$ cat config.mk
export PLATFORM = sky130hd
export DESIGN_NAME = thr_fifo
export DESIGN_NICKNAME = d
export VERILOG_FILES = /design/src/rtl/tfq_pkg.sv /design/src/rtl/tfq_store.sv /design/src/rtl/tfq_level.sv /design/src/rtl/tfq_flags.sv /design/src/rtl/thr_fifo.sv
export SDC_FILE = /design/constraint.sdc
export NUM_CORES = 1
export LEC_CHECK = 0
export CORE_MARGIN = 5
export CORE_UTILIZATION = 52
export CTS_CLUSTER_SIZE = 40
export DETAILED_ROUTE_END_ITERATION = 16
export GPL_TIMING_DRIVEN = 0
export PLACE_DENSITY = 0.81
export SYNTH_ARGS = -nofsm -noshare
export SYNTH_HDL_FRONTEND = slang
export SYNTH_SLANG_ARGS = --single-unit
$ cat constraint.sdc
create_clock -name clk -period 3.6 [get_ports clk]
set_input_delay 0.72 -clock clk [delete_from_list [all_inputs] [get_ports clk]]
set_output_delay 0.72 -clock clk [all_outputs]
set_load 0.03 [all_outputs]
$ cat src/rtl/tfq_pkg.sv
package tfq_pkg;
  // configuration register layout
  localparam int CFG_W      = 16;
  localparam int CFG_RXDMA  = 15;
  localparam int CFG_AF_LSB = 8;
  localparam int CFG_TXDMA  = 7;
  localparam int CFG_AE_LSB = 0;
  localparam int LVL_MAX_W  = 5;

  // status bits owned by the level logic
  localparam int ST_RXF = 10;
  localparam int ST_TXF = 11;

  typedef struct packed {
    logic rx_req;
    logic tx_req;
    logic rx_flag;
    logic tx_flag;
  } lvl_t;
endpackage

$ cat src/rtl/tfq_store.sv
module tfq_store #(
  parameter int DATA_W = 16,
  parameter int DEPTH  = 32,
  localparam int AW = $clog2(DEPTH),
  localparam int CW = AW + 1
) (
  input  logic              clk,
  input  logic              rst,
  input  logic              push_req,
  input  logic [DATA_W-1:0] push_data,
  input  logic              pop_req,
  output logic              push_ok,
  output logic              pop_ok,
  output logic [CW-1:0]     cnt_q,
  output logic [CW-1:0]     cnt_nxt,
  output logic [DATA_W-1:0] rd_q
);
  logic [DATA_W-1:0] mem [DEPTH];
  logic [AW-1:0]     head_q;
  logic [AW-1:0]     tail;

  assign push_ok = push_req && (cnt_q != CW'(DEPTH));
  assign pop_ok  = pop_req && (cnt_q != '0);
  assign tail    = head_q + cnt_q[AW-1:0];
  assign cnt_nxt = cnt_q + CW'(push_ok) - CW'(pop_ok);

  // simple dual-port storage, read-first
  always_ff @(posedge clk) begin
    if (push_ok) mem[tail] <= push_data;
  end

  always_ff @(posedge clk) begin
    if (rst)          rd_q <= '0;
    else if (pop_req) rd_q <= mem[head_q];
  end

  always_ff @(posedge clk) begin
    if (rst) begin
      head_q <= '0;
      cnt_q  <= '0;
    end else begin
      if (pop_ok) head_q <= head_q + AW'(1);
      cnt_q <= cnt_nxt;
    end
  end
endmodule

$ cat src/rtl/tfq_level.sv
module tfq_level
  import tfq_pkg::*;
#(
  parameter int LVL_W = 5,
  localparam int CW = LVL_W + 1
) (
  input  logic [CW-1:0]    cnt,
  input  logic [LVL_W-1:0] af_lvl,
  input  logic [LVL_W-1:0] ae_lvl,
  input  logic             rx_dma_en,
  input  logic             tx_dma_en,
  input  logic             active,
  input  logic             dir_rx,
  output lvl_t             lvl
);
  logic idle_empty;
  logic rx_hit;
  logic tx_hit;

  assign idle_empty = !active && (cnt == '0);
  assign rx_hit     = dir_rx && (cnt > {1'b0, af_lvl});
  assign tx_hit     = !dir_rx && (cnt < {1'b0, ae_lvl});

  always_comb begin
    lvl = '0;
    if (!idle_empty) begin
      lvl.rx_req  = rx_hit && rx_dma_en;
      lvl.rx_flag = rx_hit && !rx_dma_en;
      lvl.tx_req  = tx_hit && tx_dma_en;
      lvl.tx_flag = tx_hit && !tx_dma_en;
    end
  end
endmodule

$ cat src/rtl/tfq_flags.sv
module tfq_flags
  import tfq_pkg::*;
#(
  parameter int STAT_W = 16,
  parameter int IE_W   = 15
) (
  input  logic              clk,
  input  logic              rst,
  input  logic              eval,
  input  lvl_t              lvl,
  input  logic              clr_en,
  input  logic [STAT_W-1:0] clr_data,
  input  logic [STAT_W-1:0] set_bits,
  input  logic              ie_wr_en,
  input  logic [IE_W-1:0]   ie_wr_data,
  output logic [STAT_W-1:0] stat_q,
  output logic [IE_W-1:0]   ie_q,
  output logic              irq,
  output logic              rx_req,
  output logic              tx_req
);
  localparam logic [STAT_W-1:0] LVL_BITS =
    (STAT_W'(1) << ST_RXF) | (STAT_W'(1) << ST_TXF);

  logic [STAT_W-1:0] st_n;
  logic [IE_W-1:0]   ie_n;

  always_comb begin
    ie_n = ie_wr_en ? ie_wr_data : ie_q;
    st_n = stat_q;
    if (clr_en) st_n = st_n & ~clr_data;
    st_n = st_n | (set_bits & ~LVL_BITS);
    if (eval) begin
      st_n[ST_RXF] = lvl.rx_flag;
      st_n[ST_TXF] = lvl.tx_flag;
    end
  end

  always_ff @(posedge clk) begin
    if (rst) begin
      stat_q <= '0;
      ie_q   <= '0;
      irq    <= 1'b0;
      rx_req <= 1'b0;
      tx_req <= 1'b0;
    end else begin
      stat_q <= st_n;
      ie_q   <= ie_n;
      irq    <= |(st_n[IE_W-1:0] & ie_n);
      if (eval) begin
        rx_req <= lvl.rx_req;
        tx_req <= lvl.tx_req;
      end
    end
  end
endmodule

$ cat src/rtl/thr_fifo.sv
module thr_fifo
  import tfq_pkg::*;
#(
  parameter int DATA_W = 16,
  parameter int DEPTH  = 32,
  parameter int STAT_W = 16,
  parameter int IE_W   = 15,
  localparam int LVL_W = $clog2(DEPTH),
  localparam int CW    = LVL_W + 1
) (
  input  logic              clk,
  input  logic              rst,
  input  logic              xfer_active,
  input  logic              xfer_rx,
  input  logic              host_wr_en,
  input  logic [DATA_W-1:0] host_wr_data,
  input  logic              host_rd_en,
  output logic [DATA_W-1:0] host_rd_data,
  input  logic              card_push_en,
  input  logic [DATA_W-1:0] card_push_data,
  input  logic              card_pop_en,
  output logic [DATA_W-1:0] card_pop_data,
  input  logic              cfg_wr_en,
  input  logic [CFG_W-1:0]  cfg_wr_data,
  output logic [CFG_W-1:0]  cfg_q,
  input  logic              stat_clr_en,
  input  logic [STAT_W-1:0] stat_clr_data,
  input  logic [STAT_W-1:0] stat_set,
  output logic [STAT_W-1:0] stat_q,
  input  logic              ie_wr_en,
  input  logic [IE_W-1:0]   ie_wr_data,
  output logic [IE_W-1:0]   ie_q,
  output logic [CW-1:0]     fill_count,
  output logic              rx_dma_req,
  output logic              tx_dma_req,
  output logic              irq
);
  localparam logic [CFG_W-1:0] LVL_ONES  = CFG_W'((1 << LVL_W) - 1);
  localparam logic [CFG_W-1:0] CFG_MASK  = (CFG_W'(1) << CFG_RXDMA) |
                                           (LVL_ONES << CFG_AF_LSB) |
                                           (CFG_W'(1) << CFG_TXDMA) |
                                           (LVL_ONES << CFG_AE_LSB);
  localparam logic [CFG_W-1:0] CFG_RESET = CFG_W'(DEPTH - 1) << CFG_AF_LSB;

  // side arbitration: host has priority on each direction
  logic              push_req;
  logic              pop_req;
  logic [DATA_W-1:0] push_data;
  logic              push_ok;
  logic              pop_ok;
  logic [CW-1:0]     cnt_nxt;
  logic [DATA_W-1:0] rd_q;

  assign push_req  = host_wr_en | card_push_en;
  assign push_data = host_wr_en ? host_wr_data : card_push_data;
  assign pop_req   = host_rd_en | card_pop_en;

  tfq_store #(.DATA_W(DATA_W), .DEPTH(DEPTH)) u_store (
    .clk      (clk),
    .rst      (rst),
    .push_req (push_req),
    .push_data(push_data),
    .pop_req  (pop_req),
    .push_ok  (push_ok),
    .pop_ok   (pop_ok),
    .cnt_q    (fill_count),
    .cnt_nxt  (cnt_nxt),
    .rd_q     (rd_q)
  );

  assign host_rd_data  = rd_q;
  assign card_pop_data = rd_q;

  // configuration register
  logic [CFG_W-1:0] cfg_r;
  logic [CFG_W-1:0] cfg_n;

  assign cfg_n = cfg_wr_en ? (cfg_wr_data & CFG_MASK) : cfg_r;
  assign cfg_q = cfg_r;

  // transfer state history for evaluation triggers
  logic act_q;
  logic dir_q;
  logic eval;

  always_ff @(posedge clk) begin
    if (rst) begin
      cfg_r <= CFG_RESET;
      act_q <= 1'b0;
      dir_q <= 1'b0;
    end else begin
      cfg_r <= cfg_n;
      act_q <= xfer_active;
      dir_q <= xfer_rx;
    end
  end

  assign eval = push_ok | pop_ok | cfg_wr_en |
                (xfer_active ^ act_q) | (xfer_rx ^ dir_q);

  lvl_t lvl;

  tfq_level #(.LVL_W(LVL_W)) u_level (
    .cnt      (cnt_nxt),
    .af_lvl   (cfg_n[CFG_AF_LSB +: LVL_W]),
    .ae_lvl   (cfg_n[CFG_AE_LSB +: LVL_W]),
    .rx_dma_en(cfg_n[CFG_RXDMA]),
    .tx_dma_en(cfg_n[CFG_TXDMA]),
    .active   (xfer_active),
    .dir_rx   (xfer_rx),
    .lvl      (lvl)
  );

  tfq_flags #(.STAT_W(STAT_W), .IE_W(IE_W)) u_flags (
    .clk       (clk),
    .rst       (rst),
    .eval      (eval),
    .lvl       (lvl),
    .clr_en    (stat_clr_en),
    .clr_data  (stat_clr_data),
    .set_bits  (stat_set),
    .ie_wr_en  (ie_wr_en),
    .ie_wr_data(ie_wr_data),
    .stat_q    (stat_q),
    .ie_q      (ie_q),
    .irq       (irq),
    .rx_req    (rx_dma_req),
    .tx_req    (tx_dma_req)
  );
endmodule

Word-level counts from Yosys, hierarchy flattened
Memories as Yosys holds them, arrays and structs flattened. A register that Yosys moved wholly into a read port is not among the register bits.
Index checks and enable logic that the tools add are counted.
- reduce and logical (&&, ||, !) cells: 16
- $mul: 0
- bitwise operators: 12
- muxes and demuxes: 8
- div/mod/pow operators: 0
- magnitude comparators: 2
- equality and inequality tests: 1
- add/sub/neg operators: 4
- shifts and indexed selects: 0
- operators by type and width (kind ; number):
    two-way mux 16 bit ; 3
    bitwise AND 16 bit ; 1
    inverter 16 bit ; 1
    bitwise OR 16 bit ; 1
    bitwise AND 15 bit ; 1
    two-way mux 15 bit ; 1
    OR reduction 15 bit ; 1
    logical AND 1 bit ; 9
    adder 6 x 1 -> 6 bit ; 1
    greater-than comparator 6 x 5 -> 1 bit ; 1
    logical NOT 6 bit ; 1
    < comparator 6 x 5 -> 1 bit ; 1
    != test 6 bit, second input constant ; 1
    bitwise OR 1 bit ; 6
    nonzero test 6 bit ; 1
    subtractor 6 x 1 -> 6 bit ; 1
    adder 5 x 1 -> 5 bit, second input constant ; 1
    adder 5 bit ; 1
    logical NOT 1 bit ; 4
    two-way mux 4 bit ; 1
    two-way mux 1 bit ; 2
    two-way mux 2 bit ; 1
    bitwise XOR 1 bit ; 2
- memories: 1
- bits in latches: 0
- output and inout bits: 88
- RAM bits: 512
- bits in registers: 59
- bits in read-only memories: 0
- bits of input ports: 106
- word-level logic and storage cells: 54
- memories (name ; depth ; bits a word ; read ports ; clocked after Yosys merged registers in ; write ports ; RTL line ; RTL):
    u_store.mem ; 32 ; 16 ; 1 ; 1 ; 1 ; tfq_store.sv:18 ; logic [DATA_W-1:0] mem [DEPTH];

Longest topological paths before layout
- depth after elaboration: 11
- gate-level depth with buffers: 18
- gate-level depth less buffers: 18

By module
A second synthesis with hierarchy kept.
- cell total of the unflattened synthesis: 1269
- area, all modules: 23384.9 um^2
- modules (own cells, without submodules) (module ; seq. area each (um^2) ; cells an instance ; instances ; area an instance (um^2)):
    tfq_store ; 15915.3 ; 1006 ; 1 ; 20878.8
    tfq_flags ; 680.7 ; 135 ; 1 ; 1270.0
    thr_fifo ; 280.3 ; 87 ; 1 ; 912.1
    tfq_level ; 0.0 ; 41 ; 1 ; 324.1

Worst setup path after synthesis
No wires, ideal clock.
- path type: register -> register
- start: reg u_store.cnt_q[2]
- end: reg u_flags.irq
- period minus slack after synthesis: 3.832 ns
- cell stages (with the launch flop): 19
- setup slack: -0.232 ns
- library setup time: 0.079 ns
- data arrival time: 3.753 ns
- data required time: 3.521 ns
- path buffers: 0
- cells stage by stage: dfxtp_1 > inv_1 > ha_1 > a31oi_1 > ha_1 > inv_1 > ha_1 > fa_1 > a21oi_1 > o21bai_1 > xnor2_1 > inv_1 > ha_1 > nand3_1 > o221ai_1 > a21o_1 > a31oi_1 > o21ai_0 > o211ai_1
- elaborated cells between the ends (all ways): 22
- classes of those cells: add/sub (2); order compare (2); eq/ne (1); mux (2); bitwise (5); reduce/logical (10)
- RTL lines (what ; RTL line ; RTL):
    start, declared ; tfq_store.sv:14 ; output logic [CW-1:0] cnt_q,
    start signal, assigned ; tfq_store.sv:43 ; cnt_q <= cnt_nxt;
    nonzero test 6 bit * ; tfq_store.sv:23 ; assign pop_ok = pop_req && (cnt_q != '0);
    logical AND 1 bit * ; tfq_store.sv:23 ;
    via pop_ok ; thr_fifo.sv:50 ; logic pop_ok;
    subtractor 6 x 1 -> 6 bit * ; tfq_store.sv:25 ; assign cnt_nxt = cnt_q + CW'(push_ok) - CW'(pop_ok);
    via cnt_nxt[4] ; thr_fifo.sv:51 ; logic [CW-1:0] cnt_nxt;
    greater-than comparator 6 x 5 -> 1 bit / < comparator 6 x 5 -> 1 bit (equally long branches) ; tfq_level.sv:21, tfq_level.sv:22 ;
    logical AND 1 bit, on equally long branches ; tfq_level.sv:21, tfq_level.sv:22 ;
    logical AND 1 bit, on equally long branches ; tfq_level.sv:28, tfq_level.sv:30 ;
    two-way mux 4 bit * ; tfq_level.sv:26 ; if (!idle_empty) begin
    two-way mux 2 bit * ; tfq_flags.sv:33 ; if (eval) begin
    bitwise AND 15 bit * ; tfq_flags.sv:49 ; irq <= |(st_n[IE_W-1:0] & ie_n);
    OR reduction 15 bit * ; tfq_flags.sv:49 ;
    end signal, assigned ; tfq_flags.sv:49 ;
    end, declared ; tfq_flags.sv:18 ; output logic irq,
Mark *: on every way through the listed nets, which the timed path passes. The rest lies on a longest branch.
A chain may end at the register's enable or synchronous reset.

Final worst setup path
- start: in host_rd_en
- end: reg u_flags.irq
- word-level cells in the longest chain between the ends: 10
- elaborated cells between the ends (all ways): 19
- classes of those cells: add/sub (1); order compare (2); mux (2); bitwise (6); reduce/logical (8)
- RTL lines (what ; RTL line ; RTL):
    start, declared ; thr_fifo.sv:17 ; input logic host_rd_en,
    bitwise OR 1 bit * ; thr_fifo.sv:56 ; assign pop_req = host_rd_en | card_pop_en;
    logical AND 1 bit * ; tfq_store.sv:23 ;
    via pop_ok ; thr_fifo.sv:50 ;
    subtractor 6 x 1 -> 6 bit * ; tfq_store.sv:25 ;
    via cnt_nxt[4] ; thr_fifo.sv:51 ;
    greater-than comparator 6 x 5 -> 1 bit / < comparator 6 x 5 -> 1 bit (equally long branches) ; tfq_level.sv:21, tfq_level.sv:22 ;
    logical AND 1 bit, on equally long branches ; tfq_level.sv:21, tfq_level.sv:22 ;
    logical AND 1 bit, on equally long branches ; tfq_level.sv:28, tfq_level.sv:30 ;
    two-way mux 4 bit * ; tfq_level.sv:26 ;
    two-way mux 2 bit * ; tfq_flags.sv:33 ;
    bitwise AND 15 bit * ; tfq_flags.sv:49 ;
    OR reduction 15 bit * ; tfq_flags.sv:49 ;
Marked as above.

==> flow_results.org <==
** Status
- Result of the run :: complete, no violations

** Floorplan
- X dimension of the die :: 221 um
- After floorplanning, the core was sized to cover 0.0442 mm^2.
- The initial utilization of the core area, before any placement, comes to 52.5%.
- Number of cell rows :: 77
- 194 I/O pins were placed.
- Chip Height :: 221 um
- DIE AREA :: 0.0490 mm^2

** Timing
- The number of slew-limit violations in the final report came to 0.
- The worst pin sits at a relative slew slack of 31.9%.
- Setup violations remaining at the end of the flow were counted as 0.
- Of the available clock period, the critical path in the final layout requires 97.5%.
- Post-layout worst setup margin :: 0.0893 ns
- Tightest Pin Transition :: 1.02 ns
- Final hold violation count :: 0
- Peak Freq :: 0.285 GHz
- Counting I/O delays and the setup requirement, the final critical path takes 3.51 ns.
- Final Skew :: 0.0171 ns

** Yosys
- Ranked by instance count, the synthesized netlist is headed by sky130_fd_sc_hd__edfxtp_1, sky130_fd_sc_hd__mux4_2, sky130_fd_sc_hd__nor2_1, sky130_fd_sc_hd__dfxtp_1, sky130_fd_sc_hd__mux2i_1.
- Count of synthesis-stage warnings from yosys :: 0
- Dividing the synthesized area by the synthesized cell count gives 19.7 um^2.
- Top cells by area, synth :: sky130_fd_sc_hd__edfxtp_1, sky130_fd_sc_hd__mux4_2, sky130_fd_sc_hd__dfxtp_1
- After synthesis the cells add up to 0.0232 mm^2.
- Sequential elements use 72.7% of the synthesized area.
- In the synthesized netlist the async set-or-reset flop fraction comes to 0%.
- In the synthesized netlist the dominant register cell turns out to be sky130_fd_sc_hd__edfxtp_1.
- The synthesized design spends more area on one cell type than any other, namely sky130_fd_sc_hd__edfxtp_1.
- Most numerous cell in the Yosys netlist :: sky130_fd_sc_hd__edfxtp_1
- Cell variety after synth :: 48
- The synthesized design contains 587 register bits.
- Yosys mapped a number of flops with a built-in enable equal to 512.
- Share of the synthesized area in the top cell type :: 66.2%
- Synthesis produced a netlist whose cell count is 1,179.

** Critical path
- The worst setup path is of the primary input to flop kind.
- Critical path launch point type :: primary input
- Data arrival, critical path :: 4.03 ns
- STA puts the critical path data required time at 4.12 ns.
- Element type at the critical path end :: flop
- Of all nets on the critical path, the largest fanout is 2.
- Startpoint of the most critical register-to-register path :: u_store.cnt_q[4]
- In this run the worst setup path begins at host_rd_en.

** Clocking
- The clock net in this run drives a total of 587 sinks.
- TritonCTS built the clock tree.
- Clock Path Buffers :: 3
- Clock-pin slew was measured on the worst setup and hold paths at 0.06 ns.
- Number of CTS-inserted buffers :: 57
- Clock root buffer :: sky130_fd_sc_hd__clkbuf_16
- Number of levels the H-tree was split into :: 2
- Worst-Skew Late Latency :: 0.61 ns

** Route
- Detail-routed via count per cell :: 6.09
- Count of vias placed by the detailed router :: 12,700
- In the routed design, unresolved DRC markers number 0.
- In the final routed layout, each cell accounts on average for 28.6 um.
- Router iterations before antenna repair :: 7
- Total routed wirelength :: 59.7 mm
- Number of DRC markers in iteration 0 :: 1,360
- In this run the remaining antenna-violating nets after routing total 0.

** Finish
- 0 antenna diodes ended up in the layout.
- Fraction of layout instances using a drive strength above 1 :: 25.8%
- Area overhead of the layout relative to synthesis :: 21.1%
- Measured on the finished design, the core utilization comes to 63.6%.
- Area occupied by registers :: 0.0169 mm^2
- Area of the multi-input gates :: 0.00605 mm^2
- The final layout contains 1,583 nets.
- The filler cells instantiated in the layout total 2,931.

** Place
- Detailed placement finished with a half-perimeter wire length of 39.6 mm.
- Input and output buffers added on the ports amount to 180.
- GPL Wtd Cong :: 0.925
- Worst setup slack before clock tree synthesis :: -1.14 ns

** Pwr
- The clock network accounts for 25.4% of the total power.
- Part of the power in combinational logic :: 35.0%
- Sequential cell fraction of total power :: 39.6%
- In this run the power spent charging and discharging nets is 7.12 mW.
- Fraction of power spent switching nets :: 32.4%
- Cell internal power was estimated by the tool at 14.9 mW.
- Leakage :: 9.14 nW
- Across the VDD grid, the largest voltage drop is 451 uV.
- Power per cell area :: 782 mW/mm^2

** Job
- Across the run, the number of max-cap violations was 0.

** GRT
- Global-route usage over all layers :: 24.2%
- The via count of the first global-routing pass came to 13,100.
- Number of antenna violations at the first check in global routing :: 3
- The first global-routing pass estimated 87.6 mm of wire.
- Pin count of the biggest net entering global routing :: 33
- GR Overflow Total :: 0

** Hold path
- In this run the most critical hold path is launched from u_flags.tx_req.
- Hold WC Path Type :: flop to flop
path summary, 6_finish.rpt:
kind	end	slack (ns)	depth (start not counted)
max	u_flags.irq	0.09	18
min	u_flags.tx_req	0.46	2
max reg2reg	u_flags.irq	0.12	18
min reg2reg	u_flags.tx_req	0.46	2
routing by layer:
layer	track usage, %	wire length [um]
met4	9.06	2190
met3	6.81	6380
met1	31.8	22200
met5	0	10
met2	39.1	29000
power groups by stage:
stage	registers, mW	logic, mW	clock network, mW
2_1_floorplan	8.94	4.41	0
3_3_place_gp	8.79	6.77	0
3_5_place_dp	8.83	7.23	0
4_1_cts	8.71	7.47	5.67
5_1_grt	8.76	8.12	5.99
6_report	8.71	7.69	5.59
layout make-up:
cell class                 count  share of cell area (%)
sequential                   587                    60.0
multi-input combinational    502                    21.5
timing repair buffer         211                    7.88
clock buffer                  73                    5.65
tap                          592                    2.63
buffer                        78                    1.50
clock inverter                33                   0.601
inverter                      15                   0.200
cells in the final DEF (no fill, tap or decap), types with 15 or more instances in the layout:
cell and n:
sky130_fd_sc_hd__nor2_2 32, sky130_fd_sc_hd__edfxtp_1 512, sky130_fd_sc_hd__nand2_1 32, sky130_fd_sc_hd__buf_4 35, sky130_fd_sc_hd__ha_1 21, sky130_fd_sc_hd__mux2_2 18, sky130_fd_sc_hd__mux2i_1 42, sky130_fd_sc_hd__clkbuf_16 59
sky130_fd_sc_hd__clkdlybuf4s50_1 179, sky130_fd_sc_hd__a211oi_1 17, sky130_fd_sc_hd__nor2_1 66, sky130_fd_sc_hd__buf_8 23, sky130_fd_sc_hd__inv_1 15, sky130_fd_sc_hd__a21oi_1 23, sky130_fd_sc_hd__dfxtp_1 72, sky130_fd_sc_hd__clkbuf_1 34
sky130_fd_sc_hd__mux4_2 160
worst max-delay path, cell delays in order:
cell and delay [ns]:
sky130_fd_sc_hd__clkdlybuf4s50_1 0.44, sky130_fd_sc_hd__nor2_2 0.18, sky130_fd_sc_hd__a31oi_4 0.07, sky130_fd_sc_hd__ha_1 0.29, sky130_fd_sc_hd__inv_1 0.04, sky130_fd_sc_hd__ha_1 0.21
sky130_fd_sc_hd__fa_2 0.38, sky130_fd_sc_hd__a21oi_1 0.13, sky130_fd_sc_hd__o21bai_1 0.10, sky130_fd_sc_hd__xnor2_2 0.18, sky130_fd_sc_hd__inv_1 0.10, sky130_fd_sc_hd__ha_1 0.30
sky130_fd_sc_hd__nand3_1 0.09, sky130_fd_sc_hd__o221ai_1 0.11, sky130_fd_sc_hd__a21o_1 0.22, sky130_fd_sc_hd__a31oi_4 0.18, sky130_fd_sc_hd__o21ai_2 0.10, sky130_fd_sc_hd__o211ai_1 0.19
sequential cells by signal (all words and copies together), names as in the netlist, 5 cells and up:
| signal | cells |
|---|---|
| u_store.cnt_q | 6 |
| u_flags.stat_q | 16 |
| cfg_q | 12 |
| u_store.mem | 512 |
| u_store.head_q | 5 |
| u_flags.ie_q | 15 |
| u_store.rd_q | 16 |
repair_timing:
item | in CTS | in global routing
pin swaps | 3 | 3
setup buffers | 2 | 4
resized for setup | 13 | 8
hold buffers | 0 | 0
endpoints found under the setup margin | 53 | 5
kinds of logic after synthesis:
| family | after synthesis | share of synthesized area, % |
|---|---|---|
| buf+inv | 93 | 2.06 |
| flops | 587 | 72.7 |
| other cells | 1 | 0.0161 |
| xor+xnor | 15 | 0.566 |
| simple gates | 171 | 3.25 |
| fa+ha+maj | 25 | 1.41 |
| mux | 220 | 18.2 |
| compound gates | 67 | 1.85 |
stage by stage:
stage	instance area, um^2	TNS (ns)	power (mW)	std cells	hold slack (ns)
2_1_floorplan	23200	0	13.3	1182	0.576
3_3_place_gp	25800	-359.72	15.6	1954	0.439
3_5_place_dp	26200	-160.68	16.1	1979	0.451
4_1_cts	28100	0	21.9	2087	0.460
5_1_grt	28100	-0.0132	22.9	2091	0.477
6_report	28100	0	22.0	2091	0.462
(Power assumes the default switching activity.)
